**config.mk**
```make
export PLATFORM = sky130hd
export DESIGN_NAME = led_blink_timer
export DESIGN_NICKNAME = d
export VERILOG_FILES = /design/src/rtl/led_blink_pkg.sv /design/src/rtl/led_blink_prescale.sv /design/src/rtl/led_blink_wave.sv /design/src/rtl/led_blink_regs.sv /design/src/rtl/led_blink_timer.sv
export SDC_FILE = /design/constraint.sdc
export NUM_CORES = 1
export LEC_CHECK = 0
export BUFFER_PORTS_ARGS = -buffer_cell sky130_fd_sc_hd__clkbuf_2
export CAP_MARGIN = 20
export CORE_ASPECT_RATIO = 0.7
export CORE_MARGIN = 5
export CORE_UTILIZATION = 25
export CTS_BUF_LIST = sky130_fd_sc_hd__clkbuf_16
export DETAILED_ROUTE_END_ITERATION = 10
export GPL_TIMING_DRIVEN = 0
export REMOVE_ABC_BUFFERS = 1
export SETUP_SLACK_MARGIN = 0.02
export SYNTH_ARGS = -nofsm -noshare
export SYNTH_HDL_FRONTEND = slang
export SYNTH_SLANG_ARGS = --single-unit
```
**constraint.sdc**
```tcl
create_clock -name clk -period 4.92 [get_ports clk]
set_clock_uncertainty 0.2 [all_clocks]
set_input_delay 0.984 -clock clk [delete_from_list [all_inputs] [get_ports clk]]
set_output_delay 0.984 -clock clk [all_outputs]
set_load 0.05 [all_outputs]
```
**src/rtl/led_blink_pkg.sv**
```systemverilog
package led_blink_pkg;

    // Largest legal time-base select and the prescaler width it implies
    localparam int unsigned TBS_MAX = 13;
    localparam int unsigned TBS_W   = 4;
    localparam int unsigned DIV_W   = TBS_MAX;

    // Default datapath widths
    localparam int unsigned DEF_PER_W  = 12;
    localparam int unsigned DEF_STOP_W = 16;
    localparam int unsigned DEF_DATA_W = 16;
    localparam int unsigned CTRL_W     = TBS_W + 3;

    // Control register layout: tbs in [3:0], run [4], auto_stop [5], irq_mask [6]
    typedef struct packed {
        logic             irq_mask;
        logic             auto_stop;
        logic             run;
        logic [TBS_W-1:0] tbs;
    } ctrl_t;

    typedef enum logic [1:0] {
        SEL_CTRL   = 2'd0,
        SEL_PERIOD = 2'd1,
        SEL_DUTY   = 2'd2,
        SEL_STOP   = 2'd3
    } reg_sel_e;

    function automatic logic [TBS_W-1:0] clamp_tbs(input logic [TBS_W-1:0] raw);
        return (raw > TBS_W'(TBS_MAX)) ? TBS_W'(TBS_MAX) : raw;
    endfunction

    function automatic logic [DIV_W-1:0] tick_mask(input logic [TBS_W-1:0] sel);
        return ~({DIV_W{1'b1}} << sel);
    endfunction

endpackage

```
**src/rtl/led_blink_prescale.sv**
```systemverilog
module led_blink_prescale
    import led_blink_pkg::*;
(
    input  logic             clk,
    input  logic             rst,
    input  logic             run,
    input  logic [TBS_W-1:0] tbs,
    output logic             tick
);

    logic [DIV_W-1:0] div_q;
    logic [DIV_W-1:0] sel_mask;

    assign sel_mask = tick_mask(tbs);

    always_ff @(posedge clk) begin
        if (rst || !run) begin
            div_q <= '0;
        end else begin
            div_q <= div_q + DIV_W'(1);
        end
    end

    assign tick = run && ((div_q & sel_mask) == sel_mask);

    // A divided time base never ticks in two consecutive cycles
    AST_TICK_SPACED: assert property (@(posedge clk) disable iff (rst)
        (tick && tbs != '0) |=> (!tick || tbs != $past(tbs)))
        else $error("tick spacing violated");

endmodule

```
**src/rtl/led_blink_wave.sv**
```systemverilog
module led_blink_wave #(
    parameter int unsigned PER_W = 12
) (
    input  logic             clk,
    input  logic             rst,
    input  logic             run,
    input  logic             tick,
    input  logic [PER_W-1:0] period,
    input  logic [PER_W-1:0] duty,
    output logic             wrap,
    output logic             led
);

    localparam int unsigned EXT_W = PER_W + 1;

    logic [PER_W-1:0] phase_q;
    logic [EXT_W-1:0] phase_next;

    assign phase_next = {1'b0, phase_q} + EXT_W'(1);
    assign wrap       = tick && (phase_next >= {1'b0, period});

    always_ff @(posedge clk) begin
        if (rst || !run) begin
            phase_q <= '0;
        end else if (tick) begin
            phase_q <= wrap ? '0 : phase_next[PER_W-1:0];
        end
    end

    assign led = run && (phase_q < duty);

    // Each tick either restarts the phase or moves it up by exactly one
    AST_PHASE_STEP: assert property (@(posedge clk) disable iff (rst)
        (run && tick) |=> (phase_q == '0 || phase_q == $past(phase_q) + PER_W'(1)))
        else $error("phase step broken");

    // Without a tick the phase holds
    AST_PHASE_HOLD: assert property (@(posedge clk) disable iff (rst)
        (run && !tick) |=> (phase_q == $past(phase_q) || !run))
        else $error("phase moved without tick");

endmodule

```
**src/rtl/led_blink_regs.sv**
```systemverilog
module led_blink_regs
    import led_blink_pkg::*;
#(
    parameter int unsigned PER_W  = 12,
    parameter int unsigned STOP_W = 16,
    parameter int unsigned DATA_W = 16
) (
    input  logic              clk,
    input  logic              rst,
    input  logic              bus_wr,
    input  logic [1:0]        bus_addr,
    input  logic [DATA_W-1:0] bus_wdata,
    output logic [DATA_W-1:0] bus_rdata,
    input  logic              wrap,
    output ctrl_t             ctrl,
    output logic [PER_W-1:0]  period,
    output logic [PER_W-1:0]  duty,
    output logic              event_flag
);

    reg_sel_e          sel;
    ctrl_t             ctrl_q;
    logic [PER_W-1:0]  period_q;
    logic [PER_W-1:0]  duty_q;
    logic [STOP_W-1:0] left_q;
    logic              flag_q;
    logic              stop_step;
    logic              last_period;
    logic              unused_wdata_hi;

    assign sel         = reg_sel_e'(bus_addr);
    assign stop_step   = wrap && ctrl_q.run && ctrl_q.auto_stop && !bus_wr;
    assign last_period = (left_q <= STOP_W'(1));
    assign unused_wdata_hi = ^bus_wdata;

    always_ff @(posedge clk) begin
        if (rst) begin
            ctrl_q   <= '0;
            period_q <= '0;
            duty_q   <= '0;
            left_q   <= '0;
            flag_q   <= 1'b0;
        end else if (bus_wr) begin
            unique case (sel)
                SEL_CTRL: begin
                    ctrl_q.irq_mask  <= bus_wdata[6];
                    ctrl_q.auto_stop <= bus_wdata[5];
                    ctrl_q.run       <= bus_wdata[4];
                    ctrl_q.tbs       <= clamp_tbs(bus_wdata[TBS_W-1:0]);
                end
                SEL_PERIOD: period_q <= bus_wdata[PER_W-1:0];
                SEL_DUTY:   duty_q   <= bus_wdata[PER_W-1:0];
                SEL_STOP: begin
                    left_q <= bus_wdata[STOP_W-1:0];
                    flag_q <= 1'b0;
                end
                default: ;
            endcase
        end else if (stop_step) begin
            if (last_period) begin
                ctrl_q.run <= 1'b0;
                left_q     <= '0;
                flag_q     <= 1'b1;
            end else begin
                left_q <= left_q - STOP_W'(1);
            end
        end
    end

    always_comb begin
        unique case (sel)
            SEL_CTRL:   bus_rdata = DATA_W'(ctrl_q);
            SEL_PERIOD: bus_rdata = DATA_W'(period_q);
            SEL_DUTY:   bus_rdata = DATA_W'(duty_q);
            SEL_STOP:   bus_rdata = DATA_W'(left_q);
            default:    bus_rdata = '0;
        endcase
    end

    assign ctrl       = ctrl_q;
    assign period     = period_q;
    assign duty       = duty_q;
    assign event_flag = flag_q;

    AST_TBS_LEGAL: assert property (@(posedge clk) disable iff (rst)
        ctrl_q.tbs <= TBS_W'(TBS_MAX))
        else $error("tbs above limit");

    AST_STOP_FINAL: assert property (@(posedge clk) disable iff (rst)
        (stop_step && last_period) |=> (!ctrl_q.run && flag_q && left_q == '0))
        else $error("auto-stop did not halt");

    AST_STOP_DEC: assert property (@(posedge clk) disable iff (rst)
        (stop_step && !last_period) |=> (left_q == $past(left_q) - STOP_W'(1)))
        else $error("auto-stop count not decremented");

    AST_FLAG_STICKY: assert property (@(posedge clk) disable iff (rst)
        (flag_q && !(bus_wr && sel == SEL_STOP)) |=> flag_q)
        else $error("event flag dropped");

    AST_WRITE_WINS: assert property (@(posedge clk) disable iff (rst)
        (bus_wr && sel != SEL_STOP) |=> (left_q == $past(left_q)))
        else $error("count moved during write");

endmodule

```
**src/rtl/led_blink_timer.sv**
```systemverilog
module led_blink_timer
    import led_blink_pkg::*;
#(
    parameter int unsigned PER_W  = DEF_PER_W,
    parameter int unsigned STOP_W = DEF_STOP_W,
    parameter int unsigned DATA_W = DEF_DATA_W
) (
    input  logic              clk,
    input  logic              rst,
    input  logic              bus_wr,
    input  logic [1:0]        bus_addr,
    input  logic [DATA_W-1:0] bus_wdata,
    output logic [DATA_W-1:0] bus_rdata,
    output logic              led_out,
    output logic              irq_out
);

    ctrl_t            ctrl;
    logic [PER_W-1:0] period;
    logic [PER_W-1:0] duty;
    logic             event_flag;
    logic             tick;
    logic             wrap;
    logic             led;

    led_blink_regs #(
        .PER_W (PER_W),
        .STOP_W(STOP_W),
        .DATA_W(DATA_W)
    ) u_regs (
        .clk       (clk),
        .rst       (rst),
        .bus_wr    (bus_wr),
        .bus_addr  (bus_addr),
        .bus_wdata (bus_wdata),
        .bus_rdata (bus_rdata),
        .wrap      (wrap),
        .ctrl      (ctrl),
        .period    (period),
        .duty      (duty),
        .event_flag(event_flag)
    );

    led_blink_prescale u_prescale (
        .clk (clk),
        .rst (rst),
        .run (ctrl.run),
        .tbs (ctrl.tbs),
        .tick(tick)
    );

    led_blink_wave #(
        .PER_W(PER_W)
    ) u_wave (
        .clk   (clk),
        .rst   (rst),
        .run   (ctrl.run),
        .tick  (tick),
        .period(period),
        .duty  (duty),
        .wrap  (wrap),
        .led   (led)
    );

    assign led_out = led;
    assign irq_out = event_flag && !ctrl.irq_mask;

    AST_DARK_WHEN_IDLE: assert property (@(posedge clk) disable iff (rst)
        !ctrl.run |-> !led_out)
        else $error("LED lit while stopped");

    AST_DUTY_ZERO_DARK: assert property (@(posedge clk) disable iff (rst)
        (duty == '0) |-> !led_out)
        else $error("LED lit with zero duty");

endmodule

```
# --- After elaboration in Yosys (flattened, before gate mapping) ---
# Index checks and enable logic that the tools add are counted.
word_totals:
  regBits: 73
  latch_bits: 0
  ramBits: 0
  romBits: 0
  output_inout_bits: 18
  n_memories: 0
classes:
  addsub: 3
  mul: 0
  div_mod_pow: 0
  n_lt_le_gt_ge: 4
  eq_ne: 6
  n_shift: 1
  n_mux: 15
  n_bitwise: 2
  reduce_logical: 20
op_table:
  columns: ["operator", "n"]
  rows:
  - ["16-bit two-way mux", 4]
  - ["16-bit one-hot mux with 4 select lines", 1]
  - ["16-bit by 1-bit <= comparator with 1-bit output, second input constant", 1]
  - ["16-bit by 1-bit subtractor with 16-bit output, second input constant", 1]
  - ["12-bit by 1-bit adder with 13-bit output, second input constant", 1]
  - ["13-bit by 1-bit adder with 13-bit output, second input constant", 1]
  - ["13-bit AND", 1]
  - ["13-bit == test", 1]
  - ["13-bit by 12-bit greater-or-equal comparator with 1-bit output", 1]
  - ["13-bit NOT", 1]
  - ["13-bit by 4-bit << shifter with 13-bit output, first input constant", 1]
  - ["12-bit less-than comparator", 1]
  - ["12-bit two-way mux", 1]
  - ["2-bit AND reduction", 4]
  - ["1-bit logical AND", 7]
  - ["1-bit two-way mux", 7]
  - ["3-bit AND reduction", 2]
  - ["5-bit two-way mux", 1]
  - ["2-bit == test, second input constant", 2]
  - ["4-bit greater-than comparator, second input constant", 1]
  - ["4-bit two-way mux", 1]
  - ["2-bit by 1-bit inequality test with 1-bit output, second input constant", 2]
  - ["2-bit nonzero test", 2]
  - ["1-bit logical NOT", 3]
  - ["other kinds (3)", 3]

# --- Longest topological paths before layout ---
logic_depth:
  word_depth: 11
  mapped_depth: 12
  mapped_depth_nobuf: 11

# --- By module ---
# From an unflattened synthesis, not the netlist that was laid out.
unflattened:
  cells_unflattened: 553
  hier_area_um2: 4510.6
modules_own_cells:
  columns: ["module", "instances", "cells_each", "area_each_um2", "seq_area_each_um2"]
  rows:
  - ["led_blink_regs", 1, 303, 2538.7, 960.9]
  - ["led_blink_wave", 1, 167, 1295.0, 240.2]
  - ["led_blink_prescale", 1, 82, 663.1, 260.2]
  - ["led_blink_timer", 1, 1, 13.8, 0.0]

# --- Worst setup path before layout ---
# OpenSTA, ideal clock, no wires.
synth_path:
  path_kind: "input-to-output"
  from: "input port bus_addr[0]"
  to: "output port bus_rdata[12]"
  arrival_ns: 2.310
  t_required_ns: 3.736
  setup_slack_ns: 1.426
  path_stages: 4
  n_path_buf: 3
  path_cell_list: "clkbuf_1 clkbuf_1 clkbuf_1 and3_1"
synth_via:
  elab_chain_len: 2
  elab_cells_between_ends: 5
  cone_classes: "eq/ne: 3; mux: 1; reduce/logical: 1"
synth_lines:
  columns: ["item", "line", "source"]
  rows:
  - ["start: declaration", "led_blink_timer.sv:11", "input logic [1:0] bus_addr,"]
  - ["2-bit == test (tied with other cells)", "led_blink_regs.sv:71", "unique case (sel)"]
  - ["16-bit one-hot mux with 4 select lines (*)", "led_blink_regs.sv:71", null]
  - ["end: declaration", "led_blink_timer.sv:13", "output logic [DATA_W-1:0] bus_rdata,"]
# Every way passes the cells marked *; elsewhere a longest branch is shown, timed or not.

# --- Final worst setup path ---
layout_path:
  from: "register u_wave.phase_q[2]"
  to: "register u_regs.left_q[7]"
layout_via:
  elab_chain_len: 8
layout_lines:
  columns: ["item", "line", "source"]
  rows:
  - ["start: declaration", "led_blink_wave.sv:16", "logic [PER_W-1:0] phase_q;"]
  - ["start signal: assignment", "led_blink_wave.sv:26", "phase_q <= wrap ? '0 : phase_next[PER_W-1:0];"]
  - ["12-bit by 1-bit adder with 13-bit output", "led_blink_wave.sv:19", "assign phase_next = {1'b0, phase_q} + EXT_W'(1);"]
  - ["13-bit by 12-bit greater-or-equal comparator with 1-bit output", "led_blink_wave.sv:20", "assign wrap = tick && (phase_next >= {1'b0, period});"]
  - ["1-bit logical AND", "led_blink_wave.sv:20", null]
  - ["1-bit logical AND (3 in series)", "led_blink_regs.sv:32", "assign stop_step = wrap && ctrl_q.run && ctrl_q.auto_stop && !bus_wr;"]
  - ["2-bit nonzero test (no line)", null, null]
  - ["2-bit AND reduction (no line)", null, null]
  - ["end signal: assignment", "led_blink_regs.sv:54", "left_q <= bus_wdata[STOP_W-1:0];"]
  - ["end signal: assignment", "led_blink_regs.sv:65", "left_q <= left_q - STOP_W'(1);"]
  - ["end: declaration", "led_blink_regs.sv:25", "logic [STOP_W-1:0] left_q;"]
# Every way passes these cells.
# A chain may end at the register's enable or synchronous reset.

==> qor.txt <==
Initial core utilization -> 0.256
# rows -> 41
Final WL -> 12500 um
Synth top cells by count -> dfxtp_1 (73), nand2_1 (67), nor2_1 (50)
Simple-gate share of the synthesized area -> 0.222
Yosys top cell by area -> dfxtp_1
Port Buf Inserts -> 38
Worst-margin pin slew -> 1050 ps
Mapped cell area -> 4650 um^2
LEAKAGE -> 2.04 nW
Clock-pin slew on the worst setup and hold paths -> 60 ps
IO Pins -> 39
H-tree levels -> 3
Fin util -> 0.290
Status -> finished, final reports clean
FF-to-FF path depth -> 12
Clk sinks -> 73
Gr usage total -> 0.121
GR Layer Usage met1 -> 0.191
GP Congestion -> 0.783
Xor/xnor share of the synthesized area -> 0.0753
Synth unique cells -> 59
Yosys warnings -> 0
# DRC -> 0
Iteration-0 DRC Markers -> 339
Main area contributors after synthesis -> dfxtp_1 (31%), ha_1 (7.5%), xor2_1 (5.6%)
Final Max Tran Viols -> 0
P&R area growth vs syn -> 13.2%
Minimum clock period -> 4250 ps
Routing usage on met2 -> 0.162
Asr flop ratio synth -> 0
Fraction of synthesized area in multiplexers -> 0.0662
Hold path depth -> 2
Peak VDD IR -> 0.158 mV
Slew Limit Headroom -> 0.303
Synthesized instance count -> 551
Num CTS Buffers -> 9
Post-CTS Setup Inserts -> 0
Avg Vias per Cell -> 4.99
Count leader, synth -> dfxtp_1
1st-pass router iterations -> 5
RSZ-0062 raised after global routing -> no
Synth Area in Compound Gates -> 0.181
Final setup viols -> 0
Ant diodes -> 0
Die outline area -> 21500 um^2
Maxcap violations -> 0
GR peak layer -> met1
Crit-path max FO -> 10
Post-Synth Adder-Cell Area -> 0.0753
Post-DP HPWL -> 9130 um
Post-synthesis sequential area ratio -> 0.314
Yosys reg bits -> 73
Number of antenna violations at the first check in global routing -> 0
Post-synth EDFFs -> 0
Nets -> 619
Die Y -> 124 um
CP endpoint kind -> flip-flop
Antenna viol nets, final -> 0
Crit start category -> flip-flop
Arrival time worst endpoint -> 4260 ps
Peak Freq -> 235 MHz
Final Hold Viols -> 0
Tcrit/Tclk final -> 0.864
CTS max path bufs -> 2
Total grt overflow -> 0
Data required, critical path -> 4930 ps
Largest net degree at the start of global routing -> 44
Share of layout cells above drive strength 1 -> 0.141
# hold bufs at CTS -> 0
Largest family of logic cells by synthesized area -> simple AND/OR/NAND/NOR gates
Power Density -> 290 nW/um^2
Vias in the first global route -> 3801
Met3 Track Usage GR -> 0.0306
Vias -> 4046
TNS Setup -> 0 ps
Mean Syn Cell Area -> 8.44 um^2
Hold WC Path Type -> reg2reg
Critical Setup Path Class -> reg2reg
Clock root buffer -> clkbuf_16
Clock Latency Late Sink -> 350 ps
First-pass GRT wire length -> 20900 um
Resized cells post-CTS -> 0
Core Area -> 18200 um^2
CTS tree -> built
Die W -> 173 um
WL/cell -> 15.4 um
Top cell type's share of synthesized area -> 0.314
Synth Flop Type -> dfxtp_1
-- metrics by stage --
stage          area, um^2  hold slack, ps  instances  setup WS (ps)  power [mW]
5_1_grt              5260             303        811            409        1.59
3_5_place_dp         4970             264        794            726       0.884
6_report             5260             273        811            669        1.53
2_1_floorplan        4470             236        518           1560       0.800
4_1_cts              5260             272        810            695        1.54
3_3_place_gp         4950             257        792            643       0.879
-- flip-flops by register name, summed over array words and instances (netlist names) --
name,count
u_regs.left_q,16
u_regs.event_flag,1
u_regs.period,12
u_regs.duty,12
u_wave.phase_q,12
u_regs.ctrl,7
u_prescale.div_q,13
-- power by group --
part,switching (mW),total [mW],internal (mW)
clock,0.265,0.652,0.386
sequential,0.0201,0.627,0.607
combinational,0.161,0.247,0.0868
total,0.446,1.53,1.08
-- routing by layer --
| layer | vias to the layer above | routed length (um) | share of wire |
|---|---|---|---|
| met5 | - | 0 | 0 |
| met4 | 0 | 99 | 0.0079 |
| met3 | 11 | 896 | 0.072 |
| met2 | 127 | 4740 | 0.38 |
| met1 | 1904 | 6780 | 0.54 |
| li1 | 2004 | - | - |
-- path summary, 6_finish.rpt --
kind                                        start               end  slack, ps
worst min register to register   u_regs.period[5]  u_regs.period[5]        270
worst min-delay path             u_regs.period[5]  u_regs.period[5]        270
worst max register to register  u_wave.phase_q[2]  u_regs.left_q[7]        670
worst max-delay path            u_wave.phase_q[2]  u_regs.left_q[7]        670
-- worst max-delay path, stage by stage (launching register included) --
cell and delay (ps):
dfxtp_1 470, and3_1 250, and4_1 290, and3_1 250, nand3_1 140, xnor2_1 200, ha_1 260, and3_1 200
a2111oi_0 550, o21ai_1 410, buf_4 300, a31oi_2 410, o211ai_1 170
-- cell usage in the layout (no fill, tap or decap), types with 5 or more instances in the layout --
cell | netlist | routed
mux4_2 | 7 | 7
ha_1 | 28 | 28
a211oi_1 | 5 | 5
a21oi_1 | 35 | 35
nor2_1 | 50 | 50
or3_1 | 6 | 6
a22o_1 | 5 | 5
nand3_1 | 16 | 16
and3_1 | 12 | 12
o21ai_0 | 16 | 16
nand4_1 | 13 | 13
clkbuf_2 | 0 | 38
xnor2_1 | 10 | 10
nand2b_1 | 8 | 8
nor3_1 | 9 | 9
xor2_1 | 30 | 30
o211ai_1 | 5 | 5
a211oi_2 | 8 | 8
a311oi_1 | 14 | 14
nand2_1 | 67 | 67
inv_1 | 33 | 33
clkbuf_16 | 0 | 9
mux2i_1 | 15 | 15
dfxtp_1 | 73 | 73
-- final cells by class --
class | count | area [um^2]
well taps | 236 | 295
clock buffers | 9 | 225
multi-input cells | 412 | 2880
flip-flops and latches | 73 | 1460
repair buffers | 41 | 213
clock inverters | 7 | 61.3
fillers | 1981 | 12900
inverters | 33 | 124
-- cell families (layout without fill, tap and decap cells) --
family	after synthesis	in the layout
AO/OA/AOI/OAI	115	115
XOR/XNOR	40	40
adder cells (fa/ha/maj)	28	28
buffers and inverters	66	90
flip-flops	73	73
multiplexers	22	22
AND/OR/NAND/NOR	207	207
Power figures use the tool's default switching activity.
